--- config.mk ---
export PLATFORM = sky130hd
export DESIGN_NAME = ws_cache_ctrl
export DESIGN_NICKNAME = d
export VERILOG_FILES = /design/src/rtl/ws_cache_ctrl.sv
export SDC_FILE = /design/constraint.sdc
export NUM_CORES = 1
export LEC_CHECK = 0
export BUFFER_PORTS_ARGS = -buffer_cell sky130_fd_sc_hd__clkbuf_2
export CAP_MARGIN = 5
export CORE_MARGIN = 4
export CORE_UTILIZATION = 55
export CTS_BUF_LIST = sky130_fd_sc_hd__clkbuf_8
export CTS_CLUSTER_SIZE = 24
export DETAILED_ROUTE_END_ITERATION = 10
export MAX_ROUTING_LAYER = met4
export PLACE_DENSITY = 0.83
export SETUP_SLACK_MARGIN = 0.1
export SYNTH_ARGS = -nofsm -noshare
export SYNTH_HDL_FRONTEND = slang
export SYNTH_SLANG_ARGS = --single-unit
--- constraint.sdc ---
create_clock -name clk -period 3.3 [get_ports clk]
set_input_delay 0.33 -clock clk [delete_from_list [all_inputs] [get_ports clk]]
set_output_delay 0.33 -clock clk [all_outputs]
set_load 0.01 [all_outputs]
--- src/rtl/ws_cache_ctrl.sv ---
module ws_cache_ctrl #(
  parameter int AW = 16
) (
  input  logic          clk,
  input  logic          rst_n,
  input  logic          cfg_we,
  input  logic [15:0]   cfg_wdata,
  output logic [15:0]   cfg_rdata,
  input  logic          cpu_req,
  input  logic          cpu_we,
  input  logic [AW-1:0] cpu_addr,
  input  logic [15:0]   cpu_wdata,
  output logic [15:0]   cpu_rdata,
  output logic          cpu_ready,
  output logic          mem_en,
  output logic          mem_we,
  output logic [AW-4:0] mem_addr,
  output logic [1:0]    mem_wsel,
  output logic [15:0]   mem_wdata,
  input  logic [63:0]   mem_rdata
);
  localparam int TW = AW - 4;

  logic [2:0]    nwait_q;
  logic          busy_q;
  logic [2:0]    cnt_q;
  logic [1:0]    vld_q [2];
  logic [1:0]    lru_q;
  logic [63:0]   line_q [2][2];
  logic [TW-1:0] tag_q [2][2];

  logic          set_i;
  logic [1:0]    wsel;
  logic [TW-1:0] tag_i;
  logic          hit0, hit1, rd_hit, start, hit_start, done_arr, inval;
  logic          victim;
  logic [63:0]   hit_line, src_line;
  logic          unused_bits;

  assign set_i     = cpu_addr[3];
  assign wsel      = cpu_addr[2:1];
  assign tag_i     = cpu_addr[AW-1:4];
  assign hit0      = vld_q[set_i][0] && (tag_q[set_i][0] == tag_i);
  assign hit1      = vld_q[set_i][1] && (tag_q[set_i][1] == tag_i);
  assign rd_hit    = !cpu_we && (hit0 || hit1);
  assign start     = cpu_req && !busy_q;
  assign hit_start = start && rd_hit;
  assign done_arr  = (start && !rd_hit && nwait_q == 3'd0) || (busy_q && cnt_q == 3'd0);
  assign inval     = cfg_we && (cfg_wdata[6:4] != nwait_q);
  assign victim    = lru_q[set_i];
  assign hit_line  = hit1 ? line_q[set_i][1] : line_q[set_i][0];
  assign src_line  = hit_start ? hit_line : mem_rdata;

  assign cfg_rdata = {9'd0, nwait_q, 4'd0};
  assign cpu_rdata = src_line[wsel*16 +: 16];
  assign cpu_ready = hit_start || done_arr;
  assign mem_en    = (start && !rd_hit) || busy_q;
  assign mem_we    = done_arr && cpu_we;
  assign mem_addr  = cpu_addr[AW-1:3];
  assign mem_wsel  = wsel;
  assign mem_wdata = cpu_wdata;
  assign unused_bits = ^{cpu_addr[0], cfg_wdata[15:7], cfg_wdata[3:0]};

  always_ff @(posedge clk) begin
    if (!rst_n) begin
      nwait_q <= 3'd0;
      busy_q  <= 1'b0;
      cnt_q   <= 3'd0;
    end else begin
      if (cfg_we) nwait_q <= cfg_wdata[6:4];
      if (busy_q) begin
        if (cnt_q == 3'd0) busy_q <= 1'b0;
        else               cnt_q  <= cnt_q - 3'd1;
      end else if (start && !rd_hit && nwait_q != 3'd0) begin
        busy_q <= 1'b1;
        cnt_q  <= nwait_q - 3'd1;
      end
    end
  end

  always_ff @(posedge clk) begin
    if (!rst_n) begin
      vld_q[0] <= 2'b00;
      vld_q[1] <= 2'b00;
      lru_q    <= 2'b00;
    end else if (inval) begin
      vld_q[0] <= 2'b00;
      vld_q[1] <= 2'b00;
    end else if (done_arr && !cpu_we) begin
      vld_q[set_i][victim] <= 1'b1;
      lru_q[set_i]         <= ~victim;
    end else if (hit_start) begin
      lru_q[set_i] <= hit0;
    end
  end

  always_ff @(posedge clk) begin
    if (done_arr && !cpu_we && !inval) begin
      line_q[set_i][victim] <= mem_rdata;
      tag_q[set_i][victim]  <= tag_i;
    end else if (done_arr && cpu_we) begin
      if (hit0) line_q[set_i][0][wsel*16 +: 16] <= cpu_wdata;
      if (hit1) line_q[set_i][1][wsel*16 +: 16] <= cpu_wdata;
    end
  end
endmodule


; ---- Yosys cells after proc, flatten, opt, wreduce, memory -nomap -nowiden
; Memory sizes are Yosys's and may differ from the RTL's.
; Cells that the tools add are included.
[op_classes]
n_addsub = 3
n_lt_le_gt_ge = 6
eq_ne = 4
shift = 3
n_mux = 174
n_bitwise = 133
reduce_logical = 32
[ops]
columns = cell, n
row1 = 64-bit 2-to-1 mux, 5
row2 = 1-bit 2-to-1 mux, 150
row3 = 1-bit bitwise OR, 130
row4 = 128-bit 2-to-1 mux, 1
row5 = 64-bit demux with 1-bit select, 1
row6 = "16-bit by 34-bit variable shift with 64-bit output, first input constant", 1
row7 = 16-bit by 34-bit indexed part select with 64-bit output, 1
row8 = 64-bit by 7-bit indexed part select with 16-bit output, 1
row9 = 6-bit negation with 34-bit output, 1
row10 = 12-bit == test, 2
row11 = 24-bit 2-to-1 mux, 1
row12 = 1-bit logical AND, 16
row13 = 2-bit 2-to-1 mux, 7
row14 = 12-bit demux with 1-bit select, 1
row15 = 12-bit 2-to-1 mux, 1
row16 = 3-bit 2-to-1 mux, 3
row17 = 3-bit zero test, 2
row18 = "3-bit by 1-bit subtractor with 3-bit output, second input constant", 2
row19 = 2-bit bitwise mux, 2
row20 = 1-bit zero test, 4
row21 = 1-bit logical OR, 4
row22 = "1-bit by 2-bit less-than comparator with 1-bit output, second input constant", 2
row23 = 2-bit AND reduction, 2
row24 = 2-bit nonzero test, 2
row25 = other kinds (10), 13
[totals]
register_bits = 9
ramBits = 308
in_bits = 117
out_inout_bits = 66
word_cells = 362
mem_count = 3
[memory_table]
columns = name, words, word_bits, read_ports, rd_clocked_by_memory_dff, write_ports, line
row1 = line_q, 2, 128, 1, 0, 1, 29  ; logic [63:0] line_q [2][2];
row2 = tag_q, 2, 24, 1, 0, 1, 30  ; logic [TW-1:0] tag_q [2][2];
row3 = vld_q, 2, 2, 1, 0, 2, 27  ; logic [1:0] vld_q [2];

; ---- Logic depth before layout (Yosys ltp)
; Gate-level depths: netlist (run 1).
; An unclocked memory read counts as a cell.
[logic_depth]
ltp_word = 16
mapped_depth = 13
mapped_depth_nobuf = 8

; ---- Worst setup path after synthesis (run 1)
; No wires, ideal clock.
[synth_path]
path_kind = input to register
from = input port cpu_addr[3]
to = memory line_q[0][100] (netlist bit) (enable)
setup_ns = 0.394
t_arrival_ns = 2.916
required_time_ns = 2.906
path_slack_ns = -0.010
cell_stages = 10
n_path_buf = 3
path_cell_list = buf_6 buf_8 mux2i_1 xnor2_1 nor3_2 nand4_1 buf_2 a31oi_1 or4_1 a21oi_1
[synth_between]
elab_chain_cells = 14
word_cells_on_any_way = 30
[synth_rtl]
columns = item, line
row1 = start: declaration, 11  ; input logic [AW-1:0] cpu_addr,
row2 = memory 2 x 24 bit, n/a
row3 = 12-bit == test (on tied branches), "43, 44"
row4 = 1-bit logical AND (on tied branches), "43, 44"
row5 = 1-bit logical OR, 45  ; assign rd_hit = !cpu_we && (hit0 || hit1);
row6 = 1-bit logical AND, 45
row7 = 1-bit zero test, 48  ; assign done_arr = (start && !rd_hit && nwait_q == 3'd0) || (busy_q && cnt_q == 3'd0);
row8 = 1-bit logical AND (2 in series), 48
row9 = 1-bit logical OR, 48
row10 = 1-bit logical AND (on tied branches), "101, 98"
row11 = 1-bit 2-to-1 mux or 1-bit logical AND (tied branches), "101, 98"
row12 = 1-bit 2-to-1 mux, 98  ; if (done_arr && !cpu_we && !inval) begin
row13 = 64-bit 2-to-1 mux (not written as such) or 128-bit 2-to-1 mux (tied branches), "102, 99"
row14 = 1-bit bitwise OR (no source line), n/a
row15 = end: declaration, 29
; Parallel ways exist; a longest one is shown, timed or not. The select of a mux whose other input is x is not followed.

; ---- Worst setup path after layout (run 1)
[layout_path]
from = memory tag_q[1][2] (netlist bit)
to = output port cpu_rdata[1]
[layout_between]
elab_chain_cells = 8
word_cells_on_any_way = 9
[layout_rtl]
columns = item, line
row1 = start: declaration, 30
row2 = memory 2 x 24 bit *, n/a
row3 = 12-bit == test *, 44  ; assign hit1 = vld_q[set_i][1] && (tag_q[set_i][1] == tag_i);
row4 = 1-bit logical AND *, 44
row5 = 1-bit logical OR, 45
row6 = 1-bit logical AND, 45
row7 = 1-bit logical AND, 47  ; assign hit_start = start && rd_hit;
row8 = 64-bit 2-to-1 mux *, 52  ; assign src_line = hit_start ? hit_line : mem_rdata;
row9 = 64-bit by 7-bit indexed part select with 16-bit output *, 55  ; assign cpu_rdata = src_line[wsel*16 +: 16];
row10 = end: declaration, 13  ; output logic [15:0] cpu_rdata,
; Mark *: on every way between the ends. The rest lies on a longest branch, timed or not.

==> results of run 1 <==
[worst paths after layout]
check,endpoint,slack (ns),cells past startpoint
worst min register to register,vld_q[1][1],0.48,2
worst max register to register,line_q[1][126],-0.01,13
worst min-delay path,nwait_q[0],0.04,3
worst max-delay path,cpu_rdata[1],-0.62,10
[synth_stat cells, types with 13 or more instances]
cell type	count
a21oi_1	18
buf_4	47
clkbuf_1	46
dfxtp_1	13
edfxtp_1	304
inv_1	13
mux2i_1	65
mux4_2	60
nand2_1	233
nor2_1	15
o21ai_0	151
xnor2_1	22
[metal layers]
metal	track usage, %	vias to the layer above	part of all wire [%]
met5	-	-	0
met4	11.7	0	5.4
met3	7.72	240	15
met2	45.7	1023	47
met1	37.0	5405	33
li1	-	4811	-
[sequential cells by signal, summed over array words and instances (netlist names)]
signal,flops
lru_q,2
busy_q,1
cnt_q,3
vld_q,4
tag_q,48
line_q,256
nwait_q,3
[area by class of cell]
type / instances / area [sq um] / share of cell area (%)
Clock buffer: 53 / 729 / 3.91
Sequential cell: 317 / 9390 / 50.3
Antenna cell: 2 / 5.00 / 0.0268
Inverter: 14 / 52.6 / 0.282
Clock inverter: 41 / 304 / 1.63
Timing Repair Buffer: 277 / 2070 / 11.1
Tap cell: 372 / 465 / 2.49
Multi-Input combinational cell: 732 / 5650 / 30.3
[worst min-delay path, stage by stage]
cell	delay, ns
clkbuf_2	0.10
mux2i_1	0.06
nor2b_1	0.09
[through the flow]
| step | hold WS [ns] | utilization, % |
|---|---|---|
| after floorplan | 0.429 | - |
| after global routing | 0.0326 | 68.7 |
| final | 0.0431 | 68.7 |
| after global placement | 0.454 | 62.6 |
| after detailed placement | 0.473 | 62.6 |
| after CTS | 0.0391 | 67.8 |
[report_power, final]
group          internal [W]  switching [W]  leakage (nW)
clock network       0.00189        0.00162         0.568
logic              0.000376       0.000584          3.61
registers           0.00448      0.0000298          2.85
[cells by family (layout without fill, tap and decap cells)]
| kind of cell | count (synthesis) | after routing | synth area share [%] |
|---|---|---|---|
| AND/OR/NAND/NOR | 327 | 328 | 9.78 |
| other | 1 | 15 | 0.0245 |
| buffers and inverters | 125 | 385 | 4.61 |
| AO/OA/AOI/OAI | 221 | 221 | 8.31 |
| XOR/XNOR | 27 | 27 | 1.54 |
| adder cells (fa/ha/maj) | 6 | 6 | 0.490 |
| flip-flops | 317 | 317 | 61.3 |
| multiplexers | 137 | 137 | 13.9 |
[repair_timing]
item / CTS / global route
gates resized for setup: 59 / 32
pin swaps: 21 / 21
buffers inserted: 11 / 6
cloned: 2 / 3
setup endpoints to repair: 16 / 157
hold buffers: 0 / 0
endpoints found under the hold margin: 0 / 0
==> flow_summary_export.csv, run 1 <==
group,metric,value,unit
synth,syn_inst,1161,
worst_setup_path,crit_start,"tag_q[1][2]",
worst_setup_path,worstPathArrival,3.59,ns
run,cap_violations,0,
place,dp_cells,1690,
clocking,path_clk_slew,0.06,ns
grt,grt_max_degree,93,
synth,avgSynthCellArea,13.2,sq um
worst_setup_path,critical_path_required,2.97,ns
worst_setup_path,path_delay_family,"multiplexers",
pwr,power_leakage,7.03,nW
grt,grt_pass1_wl,66600,um
worst_setup_path,path_max_fanout,5,
synth,synth_top_area_share,59.6,%
synth,synth_area,15300,sq um
worst_setup_path,timing_worst_setup_path_type,"reg -> out",
grt,antenna_found_initial,2,
timing,period_needed,3.92,ns
timing,finalHoldViolations,0,
timing,layout_worst_path_cycle_share,119,%
timing,finClkSkew,0.0134,ns
worst_setup_path,slowest_delay,0.49,ns
worst_setup_path,path_buf_inv,2,
route,drc,0,
clocking,clk_latency,0.59,ns
grt,first_global_vias,11540,
place,place_area,17000,sq um
synth,synth_top_area_cell,"edfxtp_1",
synth,yosys_most_used_dff,"edfxtp_1",
pwr,total_power,0.00898,W
run_status,outcome,"finished, violations left",
route,drt-initial-drc-count,1742,
clocking,cts_root_buf,"clkbuf_8",
pwr,worst_ir_drop_vdd,0.278,mV
synth,synth.top_cells.by_area,"edfxtp_1, mux4_2, nand2_1",
route,vias,11479,
layout,final_common_cell,"edfxtp_1",
timing,tns,-7.68,ns
timing,setup_ws,-0.618,ns
floorplanning,core_area,27200,sq um
route,vias_per_cell,6.35,
layout,nNetsFinal,1516,
layout,layout-drive-gt1-share,33.5,%
timing,worstMarginPinSlew,1.36,ns
run_status,violations,"negative setup slack",
grt,track_usage,29.3,%
route,drtAntennaViolNets,0,
synth,ys_async_sr_fraction,0,%
grt,grt_overflow,0,
layout,layout_common_cells,"edfxtp_1, nand2_1, clkbuf_2",
layout,fillerInstances,1701,
clocking,clkSinkCount,317,
timing,maxSlewViolCount,0,
place,placement.io_buffers,155,
timing,slew_headroom,8.84,%
worst_setup_path,end_kind,"output pin",
route,avgRoutedWirePerCell,25.7,um
synth,yosys_warnings,0,
clocking,cts-htree-levels,2,
layout,final_cells,1808,
worst_setup_path,cp_slowest_cell,"mux4_2",
worst_setup_path,crit_chain,"mux2i_1, xor2_1, and4b_1, and4_4, bufbuf_16, mux2i_2, mux2i_1, mux2_4, mux4_2, clkbuf_2",
synth,synth_edf_count,304,
worst_setup_path,worst_path_most_repeated_cell,"mux2i_1",
route,wl,46400,um
clocking,cts_tree,"yes",
place,place_hpwl,29700,um
route,dr.pass1.iters,6,
floorplanning,fp.dieH,175,um
clocking,clockBufferDepth,3,
timing,setup_violations,18,
timing,clock.fmax,0.255,GHz
synth,synth_seq_area_share,61.3,%
floorplanning,start_util,56.4,%
floorplanning,die_x,175,um
floorplanning,io_pins,183,
timing,rsz0062_at_grt,"yes",
pwr,power_density,481,nW/um^2
floorplanning,die_area,30600,sq um
place,pre_cts_slack,-0.246,ns
synth,yosys.cell_types.count,61,
worst_setup_path,r2r_start,"tag_q[1][6]",
place,gp_congestion,0.937,
min_path,hold_start,"cfg_wdata[4]",
clocking,cts_made_buffers,51,
floorplanning,std_cell_rows,60,
layout,fin_area,18700,sq um
worst_setup_path,cp-start-kind,"flip-flop",
min_path,hold_path_class,"in -> reg",
layout,area_growth,21.8,%
synth,ys_seq_elements,317,
Power figures use the tool's default switching activity.
==> inputs of run 2 (changes only) <==
CORE_UTILIZATION = 45   (was 55)
PLACE_DENSITY = 0.71   (was 0.83)
==> run 2 against run 1 <==
  * The run still ends with negative setup slack left
  * Sequential cell count did not move
  * Hold slack got worse by 0.0053 ns
  * Count of clock-buffer cells in the layout fell by 5
  * Utilization fell by 14 points
  * First-iteration DRC count fell by 40%
  * Worst setup slack improved by 0.14 ns
  * Final cell count rose by 3.0%
  * Critical endpoint unchanged
  * Largest cell class unchanged
==> flow_summary_export.csv, run 2 (synthesis gave the netlist of run 1 again) <==
group,metric,value,unit
run_status,outcome,"finished, violations left",
run_status,violations,"negative setup slack",
route,vias,10577,
timing,worstMarginPinSlew,0.647,ns
min_path,hold_start,"cfg_wdata[4]",
timing,finalHoldViolations,0,
layout,layout_common_cells,"edfxtp_1, nand2_1, clkbuf_2",
layout,nNetsFinal,1493,
worst_setup_path,critical_path_required,2.97,ns
grt,use_met3,4.96,%
floorplanning,core_area,33500,sq um
timing,clock.fmax,0.264,GHz
clocking,cts_made_buffers,48,
place,gp_congestion,0.929,
layout,largest_register,"line_q",
grt,grtUsageMet1,31.4,%
worst_setup_path,crit_chain,"mux2i_1, xor2_1, and4b_1, buf_4, nand4_1, and2_4, nand2b_4, mux2_1, mux4_2, clkbuf_2",
worst_setup_path,end_kind,"output pin",
clocking,path_clk_slew,0.06,ns
worst_setup_path,worstReg2RegEnd,"line_q[1][105]",
floorplanning,die_x,193,um
min_path,hold_path_class,"in -> reg",
grt,grt_pass1_wl,60200,um
layout,largest_reg_flops,256,
route,avgRoutedWirePerCell,21.7,um
floorplanning,fp.dieH,193,um
worst_setup_path,cp-start-kind,"flip-flop",
floorplanning,start_util,45.7,%
grt,met2_usage,32.5,%
floorplanning,io_pins,183,
worst_setup_path,path_max_fanout,14,
worst_setup_path,slowest_delay,0.53,ns
clocking,cts_tree,"yes",
route,drtAntennaViolNets,0,
route,drc,0,
route,wl,40400,um
timing,rsz0062_at_grt,"yes",
layout,layout-drive-gt1-share,31.0,%
worst_setup_path,worstPathArrival,3.45,ns
place,placement.io_buffers,155,
timing,period_needed,3.78,ns
grt,track_usage,22.3,%
pwr,worst_ir_drop_vdd,0.241,mV
clocking,clk_latency,0.59,ns
timing,maxSlewViolCount,0,
place,pre_cts_slack,-0.204,ns
route,drt-initial-drc-count,1046,
timing,setup_violations,16,
timing,tns,-5.65,ns
timing,setup_ws,-0.483,ns
pwr,power_leakage,6.74,nW
layout,final_common_cell,"edfxtp_1",
clocking,cts-htree-levels,2,
worst_setup_path,rr_worst_depth,13,
place,place_hpwl,28900,um
layout,top_regs,"line_q: 256 flops, tag_q: 48 flops, vld_q: 4 flops",
floorplanning,die_area,37100,sq um
grt,grt_max_degree,36,
run,cap_violations,0,
worst_setup_path,r2r_start,"tag_q[1][10]",
timing,finClkSkew,0.0257,ns
clocking,clkSinkCount,317,
min_path,holdPathStages,3,
grt,first_global_vias,10178,
grt,antenna_found_initial,7,
pwr,power_density,452,nW/um^2
grt,grt_overflow,0,
timing,slew_headroom,56.8,%
layout,fillerInstances,2727,
worst_setup_path,reg2reg_setup_slack,0.36,ns
min_path,min_to,"nwait_q[0]",
clocking,cts_root_buf,"clkbuf_8",
grt,grt.busiest_layer,"met2",
clocking,clockBufferDepth,3,
worst_setup_path,timing_worst_setup_path_type,"reg -> out",
route,vias_per_cell,5.68,
layout,area_growth,19.0,%
worst_setup_path,cp_slowest_cell,"mux4_2",
floorplanning,std_cell_rows,67,
timing,layout_worst_path_cycle_share,115,%
route,dr.pass1.iters,5,
run 2: cell type report:
type / instances / area [sq um] / area share (%)
diodes: 8 / 20.0 / 0.110
clock buffers: 48 / 661 / 3.62
clock inverters: 38 / 159 / 0.871
inverters: 14 / 52.6 / 0.288
multi-input cells: 731 / 5520 / 30.3
flip-flops and latches: 317 / 9390 / 51.5
well taps: 448 / 561 / 3.07
repair buffers: 258 / 1870 / 10.3
run 2: how the worst max path moves through the flow:
| stage | startpoint | endpoint | slack, ns |
|---|---|---|---|
| 4_1_cts | tag_q[1][10] | cpu_rdata[2] | -0.54 |
| 3_3_place_gp | cpu_addr[3] | cpu_rdata[14] | -0.18 |
| 6_report | tag_q[1][2] | cpu_rdata[1] | -0.48 |
| 3_5_place_dp | cpu_addr[3] | cpu_rdata[2] | -0.20 |
| 2_1_floorplan | cpu_addr[3] | line_q[0][100] | -0.01 |
| 5_1_grt | tag_q[1][10] | cpu_rdata[1] | -0.68 |
run 2: power breakdown:
| group | total, W | internal [W] | switching, W |
|---|---|---|---|
| clock | 0.00282 | 0.00136 | 0.00147 |
| combinational | 0.000906 | 0.000371 | 0.000535 |
| sequential | 0.00451 | 0.00448 | 0.0000257 |
| total | 0.00824 | 0.00621 | 0.00203 |
run 2: routing by layer:
layer  share of wire (%)  vias to the layer above
met3                 9.9                       76
met2                  47                      476
met1                  41                     5260
li1                    -                     4765
met4                 2.7                        0
met5                   0                        -
run 2: timing repair:
item / 4_1_cts / 5_1_grt
resized for setup: 42 / 18
hold buffers: 0 / 0
gates cloned: 1 / 0
buffers inserted: 8 / 0
pin swaps: 14 / 3
setup endpoints to repair: 16 / 18
hold endpoints to repair: 0 / 0
run 2: worst max-delay path, delay by kind of cell (launching register included):
kind                      cells  cell delay, ns
muxes                         3            1.12
DFF                           1            0.35
xor gates and xnor gates      1            0.26
buffers and inverters         2            0.28
and+or+nand+nor               4            0.86
run 2: through the flow:
step	power (W)	cells	utilization (%)	instance area [sq um]	hold slack [ns]
4_1_cts	0.00828	1855	54.2	18200	0.00961
5_1_grt	0.00855	1861	54.4	18200	0.0380
3_5_place_dp	0.00546	1760	51.0	17100	0.486
3_3_place_gp	0.00544	1760	51.0	17100	0.479
2_1_floorplan	0.00509	1173	-	15400	0.429
6_report	0.00824	1862	54.4	18200	0.0377
==> inputs of run 3 (changes only) <==
ABC_AREA = 1   (was not set)
HOLD_SLACK_MARGIN = 0.15   (was not set)
PLACE_DENSITY = 0.7   (was 0.71)
==> run 3 against run 2 <==
  * The run now ends clean
  * Cell area grew 6.1%
  * Global-route usage increased by 4.0 points
  * Worst setup slack better by 0.52 ns
  * Critical endpoint is now cpu_rdata[15]
==> flow_summary_export.csv, run 3 <==
group,metric,value,unit
synth,synth_seq_area_share,58.3,%
clocking,path_clk_slew,0.07,ns
floorplanning,std_cell_rows,69,
place,placement.io_buffers,155,
synth,synth_common_cells,"nand2_1, nor2_1, edfxtp_1, o21ai_0, o21ai_1",
route,wl,50700,um
timing,finalHoldViolations,0,
grt,first_global_vias,13299,
place,place_area,17300,sq um
grt,grt_max_degree,146,
layout,largest_register,"line_q",
worst_setup_path,cp_slowest_cell,"dlygate4sd3_1",
pwr,power_density,462,nW/um^2
layout,layout-drive-gt1-share,17.0,%
min_path,hold_path_class,"in -> reg",
floorplanning,die_x,197,um
worst_setup_path,path_buf_inv,7,
synth,avgSynthCellArea,9.01,sq um
timing,finClkSkew,0.0467,ns
layout,antenna_cells,0,
layout,fin_area,19400,sq um
worst_setup_path,slowest_delay,0.56,ns
layout,nNetsFinal,2131,
synth,synth_top_area_cell,"edfxtp_1",
timing,clock.fmax,0.306,GHz
layout,final_common_cell,"nand2_1",
worst_setup_path,cp-start-kind,"primary input",
floorplanning,io_pins,183,
grt,track_usage,26.2,%
timing,maxSlewViolCount,0,
worst_setup_path,path_delay_family,"buffers and inverters",
floorplanning,core_area,35500,sq um
grt,grt_pass1_wl,76000,um
worst_setup_path,critical_path_required,2.97,ns
synth,yosys_most_used_dff,"edfxtp_1",
worst_setup_path,rr_worst_depth,16,
min_path,holdPathStages,3,
layout,largest_reg_flops,256,
timing,layout_worst_path_cycle_share,98.9,%
synth,synth.top_cells.by_area,"edfxtp_1, nand2_1, nor2_1",
worst_setup_path,timing_worst_setup_path_type,"in -> out",
floorplanning,fp.dieH,197,um
synth,synth_edf_count,304,
run,cap_violations,0,
route,vias_per_cell,5.53,
clocking,cts_root_buf,"clkbuf_8",
clocking,cts-htree-levels,2,
pwr,power_leakage,7.82,nW
floorplanning,die_area,38900,sq um
synth,ys_seq_elements,317,
timing,setup_ws,0.0353,ns
clocking,clockBufferDepth,3,
route,drtAntennaViolNets,0,
route,vias,13894,
timing,rsz0062_at_grt,"yes",
route,drt-initial-drc-count,1612,
place,pre_cts_slack,0.0666,ns
synth,yosys.cell_types.count,30,
synth,synth.most_common_cell,"nand2_1",
layout,layout_common_cells,"nand2_1, nor2_1, edfxtp_1",
synth,yosys_warnings,0,
route,drc,0,
timing,period_needed,3.26,ns
route,dr.pass1.iters,8,
synth,synth_top_area_share,56.7,%
worst_setup_path,path_max_fanout,11,
worst_setup_path,end_kind,"output pin",
clocking,clk_latency,0.62,ns
clocking,cts_made_buffers,53,
layout,top_regs,"line_q: 256 flops, tag_q: 48 flops, vld_q: 4 flops",
layout,fin_util,54.5,%
pwr,worst_ir_drop_vdd,0.307,mV
worst_setup_path,cp.depth,19,
clocking,cts_tree,"yes",
grt,grt_overflow,0,
synth,synth_area,16100,sq um
floorplanning,start_util,45.4,%
clocking,clkSinkCount,317,
place,gp_congestion,0.947,
route,avgRoutedWirePerCell,20.2,um
worst_setup_path,worst_path_most_repeated_cell,"nand2_1",
synth,ys_async_sr_fraction,0,%
timing,holdWs,0.196,ns
worst_setup_path,worstPathArrival,2.93,ns
run_status,outcome,"finished, final reports clean",
timing,slew_headroom,22.1,%
grt,antenna_found_initial,0,
synth,syn_inst,1788,
worst_setup_path,crit_chain,"dlygate4sd3_1, clkbuf_2, inv_1, nand2_1, nand2_1, nor2_1, nand2_1, nor2_2, nand2_4, inv_6, buf_8, o21ai_0, nand2_1, nand2_1, nand2_1, o211ai_1, o21ai_1, inv_1, clkbuf_2",
timing,setup_violations,0,
timing,worstMarginPinSlew,1.16,ns
layout,area_growth,20.1,%
timing,tns,0,ns
place,place_hpwl,32700,um
run 3: cell types whose count changed after synthesis, sizes merged, moves of 22 or more:
cell,before,now
a21oi,18,43
mux4,60,0
nand3,13,68
nand2,233,453
mux2i,65,0
nor2,15,309
xnor2,22,0
o211ai,0,25
o21ai,153,281
inv,13,69
run 3: routing by layer:
metal	up-vias	global-route usage, %	share of wire (%)
met4	0	11.8	4.9
met2	829	39.1	45
li1	6505	-	-
met5	-	-	0
met1	6417	34.5	39
met3	143	6.07	12
run 3: where the power goes:
group | leakage, nW | total [W] | internal (W) | switching (W)
Sequential | 2.85 | 0.00450 | 0.00448 | 0.0000217
Clock | 0.560 | 0.00340 | 0.00180 | 0.00160
Combinational | 4.41 | 0.00104 | 0.000353 | 0.000689
run 3: through the flow:
stage / instances / total power (W)
after detailed placement: 2330 / 0.00551
after global placement: 2330 / 0.00548
after floorplan: 1800 / 0.00514
after global routing: 2511 / 0.00927
after CTS: 2509 / 0.00895
final: 2511 / 0.00894
run 3: logic make-up (layout without fill, tap and decap cells):
kind of cell / count (synthesis) / after routing / synth area share (%)
flops: 317 / 317 / 58.3
compound gates: 376 / 376 / 12.7
other cells: 1 / 13 / 0.0233
xor+xnor: 4 / 4 / 0.217
fa+ha+maj: 6 / 6 / 0.466
simple gates: 861 / 861 / 21.8
buf+inv: 223 / 473 / 6.59
run 3: final timing paths:
path	start	to	slack, ns
max	cpu_addr[8]	cpu_rdata[15]	0.04
min	cpu_wdata[13]	line_q[0][45]	0.20
max reg2reg	tag_q[0][11]	line_q[0][56]	0.49
min reg2reg	vld_q[0][1]	vld_q[0][1]	0.46
run 3: worst min-delay path, stage by stage:
cell and delay (ns):
clkbuf_2 0.14, nand2_1 0.10, o21ai_1 0.08
run 3: what timing repair did:
| action | in CTS | in global routing |
|---|---|---|
| cloned | 1 | 1 |
| hold endpoints to repair | 287 | 4 |
| pin swaps | 2 | 1 |
| resized for setup | 34 | 13 |
| setup endpoints to repair | 16 | 16 |
| buffers inserted | 1 | 0 |
| hold buffers | 80 | 1 |
run 3: layout make-up:
| type | instances | area [sq um] |
|---|---|---|
| Clock buffer | 59 | 812 |
| Clock inverter | 38 | 215 |
| Fill cell | 3080 | 16100 |
| Inverter | 72 | 278 |
| Multi-Input combinational cell | 1260 | 5790 |
| Sequential cell | 317 | 9390 |
| Tap cell | 461 | 577 |
| Timing Repair Buffer | 304 | 2290 |
